File: src/rtl/wss_pkg.sv
package wss_pkg;
    localparam int NUM_EVT   = 4;
    localparam int NUM_FLAGS = NUM_EVT + 1;

    localparam int FL_CAP   = 0;
    localparam int FL_EDGE  = 1;
    localparam int FL_WRAP  = 2;
    localparam int FL_MATCH = 3;
    localparam int FL_OVR   = 4;

    typedef enum logic [1:0] {
        ARM_OFF  = 2'd0,
        ARM_WAIT = 2'd1,
        ARM_LIVE = 2'd2
    } arm_state_e;
endpackage

File: src/rtl/wss_arm_fsm.sv
module wss_arm_fsm
    import wss_pkg::*;
(
    input  logic       clk,
    input  logic       rst,
    input  logic       mode_on,
    input  logic       cap_evt,
    output arm_state_e state,
    output logic       evt_ok,
    output logic       cap_take
);
    arm_state_e nxt;

    // next-state logic: ANY_TO_OFF has priority
    always_comb begin
        nxt = state;
        unique case (state)
            ARM_OFF:  nxt = mode_on ? ARM_WAIT : ARM_OFF;           // OFF_TO_WAIT
            ARM_WAIT: begin
                if (!mode_on)     nxt = ARM_OFF;                    // ANY_TO_OFF
                else if (cap_evt) nxt = ARM_LIVE;                   // WAIT_TO_LIVE
                else              nxt = ARM_WAIT;
            end
            ARM_LIVE: nxt = mode_on ? ARM_LIVE : ARM_OFF;           // ANY_TO_OFF
            default:  nxt = ARM_OFF;
        endcase
    end

    // state register
    always_ff @(posedge clk) begin
        if (rst) state <= ARM_OFF;
        else     state <= nxt;
    end

    // outputs per state
    always_comb begin
        evt_ok   = 1'b0;
        cap_take = 1'b0;
        unique case (state)
            ARM_OFF:  begin evt_ok = 1'b0; cap_take = 1'b0; end
            ARM_WAIT: begin evt_ok = 1'b1; cap_take = 1'b0; end
            ARM_LIVE: begin evt_ok = 1'b1; cap_take = 1'b1; end
            default:  begin evt_ok = 1'b0; cap_take = 1'b0; end
        endcase
    end

    assert_leave_on_mode_low_R9: assert property (@(posedge clk) disable iff (rst)
        !mode_on |=> state == ARM_OFF);
    assert_wait_to_live_R9: assert property (@(posedge clk) disable iff (rst)
        (state == ARM_WAIT && mode_on && cap_evt) |=> state == ARM_LIVE);
    assert_off_to_wait_R9: assert property (@(posedge clk) disable iff (rst)
        (state == ARM_OFF && mode_on) |=> state == ARM_WAIT);
endmodule

File: src/rtl/wss_clear_dec.sv
module wss_clear_dec
    import wss_pkg::*;
(
    input  logic                 mode_on,
    input  logic                 freeze,
    input  logic                 sts_wr,
    input  logic [NUM_FLAGS-1:0] sts_wdata,
    input  logic                 rd_capcnt,
    input  logic                 rd_width,
    input  logic                 wr_evval,
    output logic [NUM_FLAGS-1:0] clr
);
    logic acc_ok;
    logic [NUM_FLAGS-1:0] w1c;
    logic [NUM_FLAGS-1:0] side;

    always_comb begin
        acc_ok          = mode_on & ~freeze;
        w1c             = sts_wdata & {NUM_FLAGS{sts_wr}};
        side            = '0;
        side[FL_CAP]    = rd_capcnt & acc_ok;
        side[FL_WRAP]   = rd_capcnt & acc_ok;
        side[FL_EDGE]   = rd_width  & acc_ok;
        side[FL_MATCH]  = wr_evval  & acc_ok;
        clr             = w1c | side;
    end
endmodule

File: src/rtl/wss_flag_cell.sv
module wss_flag_cell (
    input  logic clk,
    input  logic rst,
    input  logic set,
    input  logic clr,
    output logic q
);
    always_ff @(posedge clk) begin
        if (rst)      q <= 1'b0;
        else if (set) q <= 1'b1;
        else if (clr) q <= 1'b0;
    end

    assert_set_wins_R6: assert property (@(posedge clk) disable iff (rst)
        set |=> q);
    assert_clear_takes_R4: assert property (@(posedge clk) disable iff (rst)
        (clr && !set) |=> !q);
endmodule

File: src/rtl/wss_irq_merge.sv
module wss_irq_merge #(
    parameter int WIDTH = 4
) (
    input  logic [WIDTH-1:0] flags,
    input  logic [WIDTH-1:0] en,
    output logic             irq
);
    logic [WIDTH-1:0] hit;

    for (genvar g = 0; g < WIDTH; g++) begin : g_mask
        assign hit[g] = flags[g] & en[g];
    end

    assign irq = |hit;
endmodule

File: src/rtl/wss_flag_unit.sv
module wss_flag_unit
    import wss_pkg::*;
(
    input  logic                 clk,
    input  logic                 rst,
    input  logic                 mode_on,
    input  logic                 freeze,
    input  logic                 evt_cap,
    input  logic                 evt_edge,
    input  logic                 evt_wrap,
    input  logic                 evt_match,
    input  logic                 sts_wr,
    input  logic [NUM_FLAGS-1:0] sts_wdata,
    input  logic                 rd_capcnt,
    input  logic                 rd_width,
    input  logic                 wr_evval,
    input  logic [NUM_EVT-1:0]   irq_en,
    output logic                 flag_cap,
    output logic                 flag_edge,
    output logic                 flag_wrap,
    output logic                 flag_match,
    output logic                 flag_ovr,
    output logic                 irq
);
    arm_state_e           arm_state;
    logic                 evt_ok;
    logic                 cap_take;
    logic [NUM_FLAGS-1:0] clr;
    logic [NUM_FLAGS-1:0] set;
    logic [NUM_FLAGS-1:0] q;
    logic [NUM_EVT-1:0]   strobes;

    wss_arm_fsm u_fsm (
        .clk      (clk),
        .rst      (rst),
        .mode_on  (mode_on),
        .cap_evt  (evt_cap),
        .state    (arm_state),
        .evt_ok   (evt_ok),
        .cap_take (cap_take)
    );

    wss_clear_dec u_clr (
        .mode_on   (mode_on),
        .freeze    (freeze),
        .sts_wr    (sts_wr),
        .sts_wdata (sts_wdata),
        .rd_capcnt (rd_capcnt),
        .rd_width  (rd_width),
        .wr_evval  (wr_evval),
        .clr       (clr)
    );

    always_comb begin
        strobes           = '0;
        strobes[FL_CAP]   = evt_cap;
        strobes[FL_EDGE]  = evt_edge;
        strobes[FL_WRAP]  = evt_wrap;
        strobes[FL_MATCH] = evt_match;

        set               = '0;
        set[NUM_EVT-1:0]  = strobes & {NUM_EVT{evt_ok}};
        set[FL_CAP]       = evt_cap & cap_take;
        // overrun: accepted capture on an unacknowledged flag with no clear
        set[FL_OVR]       = set[FL_CAP] & q[FL_CAP] & ~clr[FL_CAP];
    end

    for (genvar g = 0; g < NUM_FLAGS; g++) begin : g_flag
        wss_flag_cell u_cell (
            .clk (clk),
            .rst (rst),
            .set (set[g]),
            .clr (clr[g]),
            .q   (q[g])
        );
    end

    wss_irq_merge #(.WIDTH(NUM_EVT)) u_irq (
        .flags (q[NUM_EVT-1:0]),
        .en    (irq_en),
        .irq   (irq)
    );

    assign flag_cap   = q[FL_CAP];
    assign flag_edge  = q[FL_EDGE];
    assign flag_wrap  = q[FL_WRAP];
    assign flag_match = q[FL_MATCH];
    assign flag_ovr   = q[FL_OVR];

    assert_first_capture_dropped_R2: assert property (@(posedge clk) disable iff (rst)
        (arm_state == ARM_WAIT && !flag_cap) |=> !flag_cap);
    assert_off_ignores_edge_R3: assert property (@(posedge clk) disable iff (rst)
        (arm_state == ARM_OFF && !flag_edge) |=> !flag_edge);
    assert_freeze_blocks_access_R5: assert property (@(posedge clk) disable iff (rst)
        (freeze && !sts_wr && flag_edge) |=> flag_edge);
    assert_no_ovr_on_clear_R7: assert property (@(posedge clk) disable iff (rst)
        (clr[FL_CAP] && !flag_ovr) |=> !flag_ovr);
    assert_reset_clears_R1: assert property (@(posedge clk)
        rst |=> (q == '0 && !irq));
endmodule

File: config.mk
export PLATFORM = sky130hd
export DESIGN_NAME = wss_flag_unit
export DESIGN_NICKNAME = d
export VERILOG_FILES = /design/src/rtl/wss_pkg.sv /design/src/rtl/wss_arm_fsm.sv /design/src/rtl/wss_clear_dec.sv /design/src/rtl/wss_flag_cell.sv /design/src/rtl/wss_irq_merge.sv /design/src/rtl/wss_flag_unit.sv
export SDC_FILE = /design/constraint.sdc
export NUM_CORES = 1
export LEC_CHECK = 0
export ABC_AREA = 1
export BUFFER_PORTS_ARGS = -buffer_cell sky130_fd_sc_hd__buf_2
export CAP_MARGIN = 40
export CORE_AREA = 2 2 39 41
export CTS_CLUSTER_SIZE = 30
export DETAILED_ROUTE_END_ITERATION = 16
export DIE_AREA = 0 0 41 43
export PLACE_DENSITY = 0.68
export SKIP_CTS_REPAIR_TIMING = 1
export SYNTH_ARGS = -nofsm -noshare
export SYNTH_HDL_FRONTEND = slang
export SYNTH_SLANG_ARGS = --single-unit
export TNS_END_PERCENT = 100
File: constraint.sdc
create_clock -name clk -period 2.6 [get_ports clk]
set_clock_uncertainty 0.15 [all_clocks]
set_input_delay 0.52 -clock clk [delete_from_list [all_inputs] [get_ports clk]]
set_output_delay 0.52 -clock clk [all_outputs]
set_load 0.01 [all_outputs]
# After elaboration in Yosys (flattened, before gate mapping)
# Index checks and enable logic that the tools add are counted.
totals:
  ff_bits: 7
  inputBits: 21
  out_inout_bits: 6
  word_cells: 49
op_classes:
  eq_ne: 2
  mux: 17
  bitwise: 16
  reduce_logical: 8
op_table:
  columns: ["cell", "count"]
  rows:
  - ["$mux 1", 13]
  - ["$and 1x1->1", 11]
  - ["$reduce_bool 2->1", 5]
  - ["$mux 2", 3]
  - ["$pmux 2 s3", 1]
  - ["$and 5x5->5", 1]
  - ["$or 5x4->5", 1]
  - ["$and 4x4->4", 1]
  - ["$reduce_or 4->1", 1]
  - ["$eq 2x1->1 const B", 1]
  - ["$eq 2x2->1 const B", 1]
  - ["$logic_not 2->1", 1]
  - ["$not 1->1", 2]
  - ["$reduce_or 2->1", 1]

# Logic depth before layout (Yosys ltp)
# Gate-level depths: netlist of run 1.
logic_depth:
  depth_word: 7
  ltp_mapped: 6
  depth_no_buf: 6

# Hierarchy
# A second synthesis of run 1 with hierarchy kept.
hier_totals:
  cells_unflattened: 74
  area_unflattened_um2: 474.2
by_module_without_submodules:
  columns: ["mod", "n_inst", "cells_each", "area_each_um2", "seq_area_each_um2"]
  rows:
  - ["wss_flag_cell", 5, 5, 40.0, 20.0]
  - ["wss_arm_fsm", 1, 15, 142.6, 40.0]
  - ["wss_clear_dec", 1, 14, 56.3, 0.0]
  - ["wss_flag_unit", 1, 11, 41.3, 0.0]
  - ["wss_irq_merge", 1, 9, 33.8, 0.0]

# Worst setup path before layout of run 1
# Ideal clock, no wire load.
synth_timing:
  path_type: "in2out"
  from: "input irq_en[0]"
  to: "output irq"
  arrival_ps: 709
  required_time_ps: 1930
  slack_ps: 1221
  cell_stages: 2
  path_buffers: 0
  cell_sequence: "nand2_1 -> nand4_1"
synth_between:
  elab_chain_cells: 2
synth_rtl:
  columns: ["item", "line_no", "text"]
  rows:
  - ["start, declared", "wss_flag_unit.sv:17", "input logic [NUM_EVT-1:0] irq_en,"]
  - ["$and 1x1->1", "wss_irq_merge.sv:11", "assign hit[g] = flags[g] & en[g];"]
  - ["$reduce_or 4->1", "wss_irq_merge.sv:14", "assign irq = |hit;"]
  - ["end, declared", "wss_flag_unit.sv:23", "output logic irq"]
# No other way between the ends.

# Final worst setup path of run 1
# Same ends and word-level chain as after synthesis.

==> results of run 1 <==
[metrics by stage]
step                      std cells  hold slack (ps)
after floorplan                  51            343.3
after CTS                        97            327.5
after detailed placement         93            313.6
after global placement           93            316.3
final                            97            325.5
after global routing             97            346.4
[flip-flops by register name (all words and copies together) (netlist names)]
name	cells
u_fsm.state	2
g_flag.u_cell.q	5
[placed cells by master, fill, tap and decap left out, drive strengths merged]
master  netlist  routed
nand3         8       8
clkbuf        0       4
buf           0      26
nor2          3       3
a21oi         7       7
ha            4       4
inv           6       6
dfxtp         7       7
nand2        14      14
nand4         1       1
nand3b        1       1
[layer usage]
metal | GRT usage, % | routed length (microns)
met5 | 0 | 0
met4 | 12.00 | 38
met3 | 3.141 | 105
met2 | 17.81 | 383
met1 | 13.96 | 405
[worst min-delay path by stage]
stage | start | to | slack (ps)
finish | g_flag[4].u_cell.q | g_flag[4].u_cell.q | 330
CTS | g_flag[4].u_cell.q | g_flag[4].u_cell.q | 330
floorplan | g_flag[4].u_cell.q | g_flag[4].u_cell.q | 340
global route | g_flag[4].u_cell.q | g_flag[4].u_cell.q | 350
global placement | g_flag[4].u_cell.q | g_flag[4].u_cell.q | 320
detailed placement | g_flag[4].u_cell.q | g_flag[4].u_cell.q | 310
[worst register-to-register path: stages, from the launching register on]
cell	delay [ps]
dfxtp_1	360
inv_1	80
ha_1	320
nand2_1	60
a21oi_1	120
[cell families (layout without fill, tap and decap cells)]
group	count (synthesis)	in the layout	share of synthesized area (%)
AO/OA/AOI/OAI	7	7	10.10
adder cells (fa/ha/maj)	4	4	13.03
buffers and inverters	6	36	5.863
flip-flops	7	7	36.48
AND/OR/NAND/NOR	27	27	34.53
[power by group through the flow]
stage	sequential (W)	clock (W)	combinational, W
after floorplan	0.000117	0	0.0000154
after global placement	0.000116	0	0.0000407
after detailed placement	0.000116	0	0.0000407
after CTS	0.000114	0.000103	0.0000412
after global routing	0.000114	0.000110	0.0000460
final	0.000114	0.0000985	0.0000406
[final cells by class]
type / count / area, sq um / share of cell area, %
timing repair buffer: 26 / 130.1 / 23.21
multi-input combinational: 38 / 221.5 / 39.51
tap: 16 / 20.02 / 3.571
sequential: 7 / 140.1 / 25.00
clock buffer: 4 / 26.28 / 4.687
inverter: 6 / 22.52 / 4.018
==> metrics.md, run 1 <==
| Metric | Value |
|---|---|
| Switching fraction of total power | `24.88%` |
| Ys flop type | `dfxtp_1` |
| TNS Setup | `0 ps` |
| Max cap viols | `0` |
| CP startpoint | `irq_en[0]` |
| Clock Sinks | `7` |
| Area growth from synthesis to layout | `45.93%` |
| Yosys top cell area share | `36.48%` |
| Die X-Extent | `41 microns` |
| Max Fanout on Critical Path | `1` |
| Worst Setup Start Kind | `input port` |
| Commonest cells in the synthesized netlist | `nand2_1 (13), dfxtp_1 (7), a21oi_1 (6), inv_1 (6), nand3_1 (6)` |
| Clock Path Buffers | `2` |
| Pins Over Slew Limit | `0` |
| Flop pwr share | `45.1%` |
| Chip height | `43 microns` |
| Fin crit share | `60.98%` |
| Tmin final | `1586 ps` |
| Final-report setup violation count | `0` |
| Antenna Nets Post-Route | `0` |
| TritonCTS clock tree | `yes` |
| Critical path endpoint category | `output pin` |
| Gr usage total | `12.49%` |
| Type of the worst setup path | `input port to output pin` |
| Worst slew pin tran | `128.3 ps` |
| # DRC | `0` |
| RSZ-0062 raised after global routing | `no` |
| R2R Path Start | `u_fsm.state[1]` |
| Layout Nets | `107` |
| CTS root buffer | `clkbuf_4` |
| Core area | `1384 sq um` |
| CP most frequent cell | `buf_2` |
| Status | `finished clean` |
| Final hold viol count | `0` |
| Asr flop ratio synth | `0%` |
| Mapped Avg Cell Area | `7.532 sq um` |
| Post-DP HPWL | `798 microns` |
| Pwr per Cell Area | `451.7 nW/um^2` |
| Hold Path Depth | `2` |
| Latest clock arrival within the worst-skew pair | `250 ps` |
| Slew HR | `91.44%` |
| Static Leak | `0.2783 nW` |
| Crit path largest cell delay | `140 ps` |
| Most instantiated library cell after synthesis | `nand2_1` |
| Util after Layout | `40.51%` |
| Flop-to-flop setup slack | `1440 ps` |
| Post-Place Setup Slack | `1009 ps` |
| #FFs+latches synth | `7` |
| H-Tree Level Count | `1` |
| Buf+Inv Stages, Crit Path | `2` |
| VDD IR max | `208.1 uV` |
| Crit-path cells | `buf_2, nand2_1, nand4_1, buf_2` |
| Top delay family on crit path | `buffers and inverters` |
| Slowest stage cell on the critical path | `buf_2` |
| Switching power | `0.00006298 W` |
| Post-Syn Instances | `51` |
| Worst Reg2Reg Path Length in Cells | `4` |
| Port buffer count | `26` |
| Crit. path cell count | `4` |
| Internal cell power | `0.0001902 W` |
| CP required | `1930 ps` |
| Vias in the first global route | `364` |
| Arrival time at the worst endpoint | `920 ps` |
| Synth Warn # | `0` |
| Antenna violations before repair | `0` |
| Tot Pwr | `0.0002532 W` |
| Final Cell Area | `560.5 sq um` |
| Synth Cell Area | `384.1 sq um` |
| Aggregate global routing overflow | `0` |
| Reg-to-Reg End | `g_flag[2].u_cell.q` |
| Post-synth net total | `76` |
| Final WL | `932 microns` |
| Final WS setup | `1014 ps` |
| Area leader, netlist | `dfxtp_1` |
| Detailed-route via count | `449` |
| First-pass GRT wire length | `1400 microns` |
| Clock transition at path regs | `50 ps` |
| Post-synth EDFFs | `0` |
| Max Freq | `0.6307 GHz` |
| Fraction of layout cells with a size suffix above 1 | `41.98%` |
| Hold Crit Class | `flip-flop to flip-flop` |
| First drt pass iteration count | `2` |
| Fillers | `163` |
| Routed vias/inst | `4.629` |
| Worst Setup EP | `irq` |
| Num ports | `27` |
| Total die area | `1763 sq um` |
| Largest net degree at the start of global routing | `7` |
| Rows | `14` |
| Placed Area | `534.3 sq um` |
| Initial core utilization | `27.76%` |
| Final GP Congestion | `0.6647` |
| TritonCTS buffer count | `3` |
| Clock power frac | `38.9%` |
| Share of the yosys chip area belonging to registers | `36.48%` |
| Gate power share | `16.0%` |
| Synth top area cells | `dfxtp_1 (36%), ha_1 (13%), nand2_1 (13%)` |
| Netlist cell types | `13` |
| Routed len/inst | `9.608 microns` |
| Iteration-0 DRC Markers | `4` |
| Diodes inserted | `0` |
Note: power is estimated with default switching activity, not from simulation.
==> inputs of run 2 (changes only) <==
PLACE_DENSITY = 0.7   (was 0.68)
clock period = 1.3 ns   (was 2.6 ns; I/O delays follow)
==> run 2 against run 1 <==
Hold slack got worse by 240 ps. Largest power group unchanged. Via count decreased by 3.1%. Sequential power increased by 100%. Combinational power increased by 110%. Largest cell class unchanged. Register-to-register slack got worse by 1300 ps. Final cell count unchanged. Total power increased by 100%.
==> metrics.md, run 2 (synthesis gave the netlist of run 1 again) <==
| Metric | Value |
|---|---|
| Largest Register | `g_flag.u_cell.q` |
| Max Freq | `0.7934 GHz` |
| Antenna violations before repair | `0 (unchanged)` |
| Final hold viol count | `0 (unchanged)` |
| Tot Pwr | `0.0005164 W (+100%)` |
| Area growth from synthesis to layout | `48.53%` |
| Post-DP HPWL | `827.9 microns (+3.7%)` |
| TNS Setup | `0 ps (unchanged)` |
| Iteration-0 DRC Markers | `4 (unchanged)` |
| Routed len/inst | `10.18 microns (+5.9%)` |
| Worst Setup Start Kind | `flip-flop` |
| Worst slew pin tran | `127.6 ps (-0.6890 ps)` |
| Core area | `1384 sq um (unchanged)` |
| CTS root buffer | `clkbuf_4` |
| Fraction of layout cells with a size suffix above 1 | `49.38% (+7.4 points)` |
| # DRC | `0 (unchanged)` |
| Port buffer count | `26 (unchanged)` |
| H-Tree Level Count | `1 (unchanged)` |
| Util after Layout | `41.23% (+0.72 points)` |
| Layout Nets | `107 (unchanged)` |
| Max cap viols | `0 (unchanged)` |
| Placed Area | `534.3 sq um (unchanged)` |
| Diodes inserted | `0 (unchanged)` |
| Arrival time at the worst endpoint | `850 ps (-70 ps)` |
| Routed vias/inst | `4.485 (-3.1%)` |
| Commonest cells after routing, fill and taps aside | `buf_2 (26), nand2_1 (11), inv_1 (6), nand3_1 (6), a21oi_1 (6)` |
| Total die area | `1763 sq um (unchanged)` |
| Crit-path cells | `nand2_2, nand4_1, buf_2` |
| Vias in the first global route | `395 (+8.5%)` |
| Hold_ws | `85.28 ps (-240.2 ps)` |
| Antenna Nets Post-Route | `0 (unchanged)` |
| Latest clock arrival within the worst-skew pair | `250 ps (about the same)` |
| Crit path largest cell delay | `330 ps (+190 ps)` |
| Final WL | `987 microns (+5.9%)` |
| Largest net degree at the start of global routing | `7 (unchanged)` |
| VDD IR max | `301.8 uV (+45%)` |
| Critical path endpoint category | `output pin` |
| RSZ-0062 raised after global routing | `yes` |
| Most common cell after layout, fill and taps aside | `buf_2` |
| Clock transition at path regs | `50 ps (about the same)` |
| First drt pass iteration count | `4 (+2)` |
| Chip height | `43 microns (unchanged)` |
| Clock Path Buffers | `2 (unchanged)` |
| Num ports | `27 (unchanged)` |
| Slowest stage cell on the critical path | `dfxtp_2` |
| Gr usage total | `13.18% (+0.69 points)` |
| Rows | `14 (unchanged)` |
| Die X-Extent | `41 microns (unchanged)` |
| Hold Crit Class | `input port to flip-flop` |
| Detailed-route via count | `435 (-3.1%)` |
| Max reg flops | `5 (unchanged)` |
| Final-report setup violation count | `0 (unchanged)` |
| Final Cell Area | `570.5 sq um (+1.8%)` |
| Pwr per Cell Area | `905.2 nW/um^2 (+100%)` |
| First-pass GRT wire length | `1449 microns (+3.5%)` |
| Pins Over Slew Limit | `0 (unchanged)` |
| TritonCTS buffer count | `3 (unchanged)` |
| Type of the worst setup path | `flip-flop to output pin` |
| Static Leak | `0.2815 nW (+1.2%)` |
| Initial core utilization | `27.76% (unchanged)` |
| Fin crit share | `96.95%` |
| Status | `finished clean` |
| Fillers | `147 (-9.8%)` |
| Final GP Congestion | `0.7072 (+6.4%)` |
| Clock Sinks | `7 (unchanged)` |
| Slew HR | `91.49% (about the same)` |
| Max Fanout on Critical Path | `3 (+2)` |
| CP required | `890 ps (-1040 ps)` |
| Biggest regs | `g_flag.u_cell.q (5), u_fsm.state (2)` |
| TritonCTS clock tree | `yes` |
| Aggregate global routing overflow | `0 (unchanged)` |
| Tmin final | `1260 ps` |
-- run 2: worst paths after layout --
kind | to | slack (ps) | from | cells after the start
min reg2reg | g_flag[1].u_cell.q | 340 | g_flag[1].u_cell.q | 2
max reg2reg | g_flag[2].u_cell.q | 100 | u_fsm.state[1] | 4
min | g_flag[4].u_cell.q | 90 | rst | 2
max | irq | 40 | g_flag[2].u_cell.q | 3
-- run 2: per-stage QoR --
| stage | setup WS [ps] | cells |
|---|---|---|
| detailed placement | 107.1 | 93 |
| floorplan | 229.8 | 51 |
| global placement | 152.2 | 93 |
| finish | 39.61 | 97 |
| global route | -13.52 | 97 |
| CTS | -25.27 | 97 |
-- run 2: cell type report --
| type | count | area, sq um | area share [%] |
|---|---|---|---|
| sequential | 7 | 145.1 | 25.44 |
| multi-input combinational | 38 | 226.5 | 39.69 |
| tap | 16 | 20.02 | 3.509 |
| timing repair buffer | 26 | 130.1 | 22.81 |
| clock buffer | 4 | 26.28 | 4.605 |
| inverter | 6 | 22.52 | 3.947 |
-- run 2: report_power, final --
| group | switching (W) | internal (W) | total [W] |
|---|---|---|---|
| Clock | 0.0000861 | 0.000118 | 0.000204 |
| Sequential | 0.00000610 | 0.000223 | 0.000230 |
| Combinational | 0.0000421 | 0.0000412 | 0.0000833 |
-- run 2: per-layer routing --
metal	GRT usage, %	share of wire [%]	vias up
met5	0	0	-
met4	14.00	5.3	0
met3	3.141	8.3	4
met2	18.44	38	23
met1	14.56	48	183
li1	-	-	225
-- run 2: critical path, delay by kind of cell, from the launching register on --
kind                   cells  cell delay, ps
flip-flops                 1             330
buffers and inverters      1             140
AND/OR/NAND/NOR            2             130
==> inputs of run 3 (changes only) <==
CORE_AREA = 3 3 40 42   (was 2 2 39 41)
DIE_AREA = 0 0 43 45   (was 0 0 41 43)
==> run 3 against run 2 <==
Hold slack better by 7.0 ps. Combinational power is 4.2% higher. First-iteration DRC count is 100% higher. Final cell count stayed put. Total power is 0.11% lower. Clock power is 2% lower. Die area is 9.8% higher. Sequential cell count stayed put. Setup slack worse by 24 ps.
==> metrics.md, run 3 (synthesis gave the netlist of run 1 again) <==
| Metric | Value |
|---|---|
| Worst slew pin tran | `129.3 ps (+1.698 ps)` |
| Commonest cells after routing, fill and taps aside | `buf_2 (26), nand2_1 (10), inv_1 (6), nand3_1 (6), a21oi_1 (6)` |
| Max Fanout on Critical Path | `4 (+1)` |
| R2R Path Start | `u_fsm.state[0]` |
| Largest Register | `g_flag.u_cell.q` |
| Num ports | `27 (unchanged)` |
| Vias in the first global route | `407 (+3.0%)` |
| Port buffer count | `26 (unchanged)` |
| TritonCTS clock tree | `yes` |
| Final WL | `1113 microns (+13%)` |
| Status | `finished clean` |
| Gr usage total | `12.02% (-1.2 points)` |
| Crit path largest cell delay | `340 ps (about the same)` |
| Area growth from synthesis to layout | `50.81%` |
| Slowest stage cell on the critical path | `dfxtp_2` |
| First-pass GRT wire length | `1683 microns (+16%)` |
| Worst Setup Start Kind | `flip-flop` |
| Final GP Congestion | `0.6971 (-1.4%)` |
| CP startpoint | `g_flag[0].u_cell.q` |
| DP Cell Count | `92 (-1.1%)` |
| Crit. path cell count | `3 (unchanged)` |
| Core area | `1285 sq um (-7.1%)` |
| Buf+Inv Stages, Crit Path | `1 (unchanged)` |
| Die X-Extent | `43 microns (+4.9%)` |
| Critical path endpoint category | `output pin` |
| Fraction of layout cells with a size suffix above 1 | `51.22% (+1.8 points)` |
| Fin crit share | `98.82% (+1.9 points)` |
| Pwr per Cell Area | `890.5 nW/um^2 (-1.6%)` |
| Hold Crit Class | `input port to flip-flop` |
| Detailed-route via count | `441 (+1.4%)` |
| Flop-to-flop setup slack | `110 ps (about the same)` |
| Latest clock arrival within the worst-skew pair | `250 ps (about the same)` |
| Diodes inserted | `0 (unchanged)` |
| Util after Layout | `45.08% (+3.9 points)` |
| Clock transition at path regs | `50 ps (about the same)` |
| Reg-to-Reg End | `g_flag[3].u_cell.q` |
| H-Tree Level Count | `1 (unchanged)` |
| First drt pass iteration count | `4 (unchanged)` |
| Routed len/inst | `11.47 microns (+13%)` |
| Chip height | `45 microns (+4.7%)` |
| Type of the worst setup path | `flip-flop to output pin` |
| Top delay family on crit path | `flip-flops` |
| Hold Path Depth | `2 (unchanged)` |
| Slew HR | `91.38% (-0.11 points)` |
| Antenna Nets Post-Route | `0 (unchanged)` |
| Layout Nets | `108 (+0.93%)` |
| Clock power frac | `38.7% (-0.7 points)` |
| Switching power | `0.0001322 W (-1.6%)` |
| Crit-path cells | `nand2_2, nand4_1, buf_2` |
| RSZ-0062 raised after global routing | `yes` |
| Antenna violations before repair | `0 (unchanged)` |
| Max Freq | `0.7784 GHz (-1.9%)` |
| Most common cell after layout, fill and taps aside | `buf_2` |
| Rows | `13 (-1)` |
| Total die area | `1935 sq um (+9.8%)` |
| Post-route non-filler standard cell count | `97 (unchanged)` |
| Biggest regs | `g_flag.u_cell.q (5), u_fsm.state (2)` |
| Final-report setup violation count | `0 (unchanged)` |
| VDD IR max | `465.6 uV (+54%)` |
| Clock Path Buffers | `2 (unchanged)` |
| Aggregate global routing overflow | `0 (unchanged)` |
| Pins Over Slew Limit | `0 (unchanged)` |
| Static Leak | `0.2876 nW (+2.2%)` |
| Tmin final | `1285 ps (+24.27 ps)` |
| Max reg flops | `5 (unchanged)` |
| Iteration-0 DRC Markers | `8 (+4)` |
| Initial core utilization | `29.89% (+2.1 points)` |
| Post-DP HPWL | `928.4 microns (+12%)` |
| Worst Reg2Reg Path Length in Cells | `4 (unchanged)` |
| Max cap viols | `0 (unchanged)` |
| # DRC | `0 (unchanged)` |
| Worst Setup EP | `irq` |
| CTS root buffer | `clkbuf_4` |
| Internal cell power | `0.0003837 W (+0.41%)` |
| Routed vias/inst | `4.546 (+1.4%)` |
| CP required | `890 ps (about the same)` |
| Gate power share | `16.8% (+0.7 points)` |
| Switching fraction of total power | `25.62% (-0.39 points)` |
| Arrival time at the worst endpoint | `870 ps (+20 ps)` |
| Flop pwr share | `44.5% (about the same)` |
| TritonCTS buffer count | `3 (unchanged)` |
| Final hold viol count | `0 (unchanged)` |
| Clock Sinks | `7 (unchanged)` |
| Largest net degree at the start of global routing | `7 (unchanged)` |
run 3: power groups by stage:
stage	sequential [W]	clock [W]	combinational, W
floorplan	0.000234	0	0.0000308
global placement	0.000232	0	0.0000816
detailed placement	0.000233	0	0.0000836
CTS	0.000228	0.000204	0.0000839
global route	0.000230	0.000218	0.0000966
finish	0.000230	0.000199	0.0000868
run 3: through the flow:
step	power, W	TNS, ps	instance area [sq um]	hold slack, ps	worst slack (ps)
global placement	0.0003135	0	533.0	334.8	167.5
global route	0.0005449	-10.48	579.3	102.6	-10.48
floorplan	0.0002651	0	384.1	172.4	229.8
detailed placement	0.0003163	0	533.0	332.5	133.4
CTS	0.0005157	-59.33	559.3	91.16	-59.33
finish	0.0005159	0	579.3	92.32	15.34
run 3: worst register-to-register path, cell delays in order (launching register included):
cell and delay, ps:
dfxtp_1 360, inv_1 80, ha_1 340, nand2_1 70
a21oi_1 130
run 3: how the worst min path moves through the flow:
stage | from | to
floorplan | rst | g_flag[4].u_cell.q
global placement | g_flag[1].u_cell.q | g_flag[1].u_cell.q
detailed placement | g_flag[4].u_cell.q | g_flag[4].u_cell.q
CTS | rst | g_flag[4].u_cell.q
global route | evt_wrap | g_flag[2].u_cell.q
finish | rst | g_flag[4].u_cell.q
run 3: area by class of cell:
| cell class | instances | area, sq um |
|---|---|---|
| Clock buffer | 4 | 26.28 |
| Sequential cell | 7 | 145.1 |
| Fill cell | 143 | 705.7 |
| Timing Repair Buffer | 27 | 137.6 |
| Inverter | 6 | 22.52 |
| Multi-Input combinational cell | 38 | 229.0 |
| Tap cell | 15 | 18.77 |
run 3: layer usage:
metal  routed length (microns)  vias to the layer above  share of wire [%]  track usage (%)
met5                         0                        -                  0                0
met4                         6                        0               0.54            5.422
met3                       127                        2                 11            5.976
met2                       499                       24                 45            18.56
met1                       480                      187                 43            14.08
li1                          -                      228                  -                -
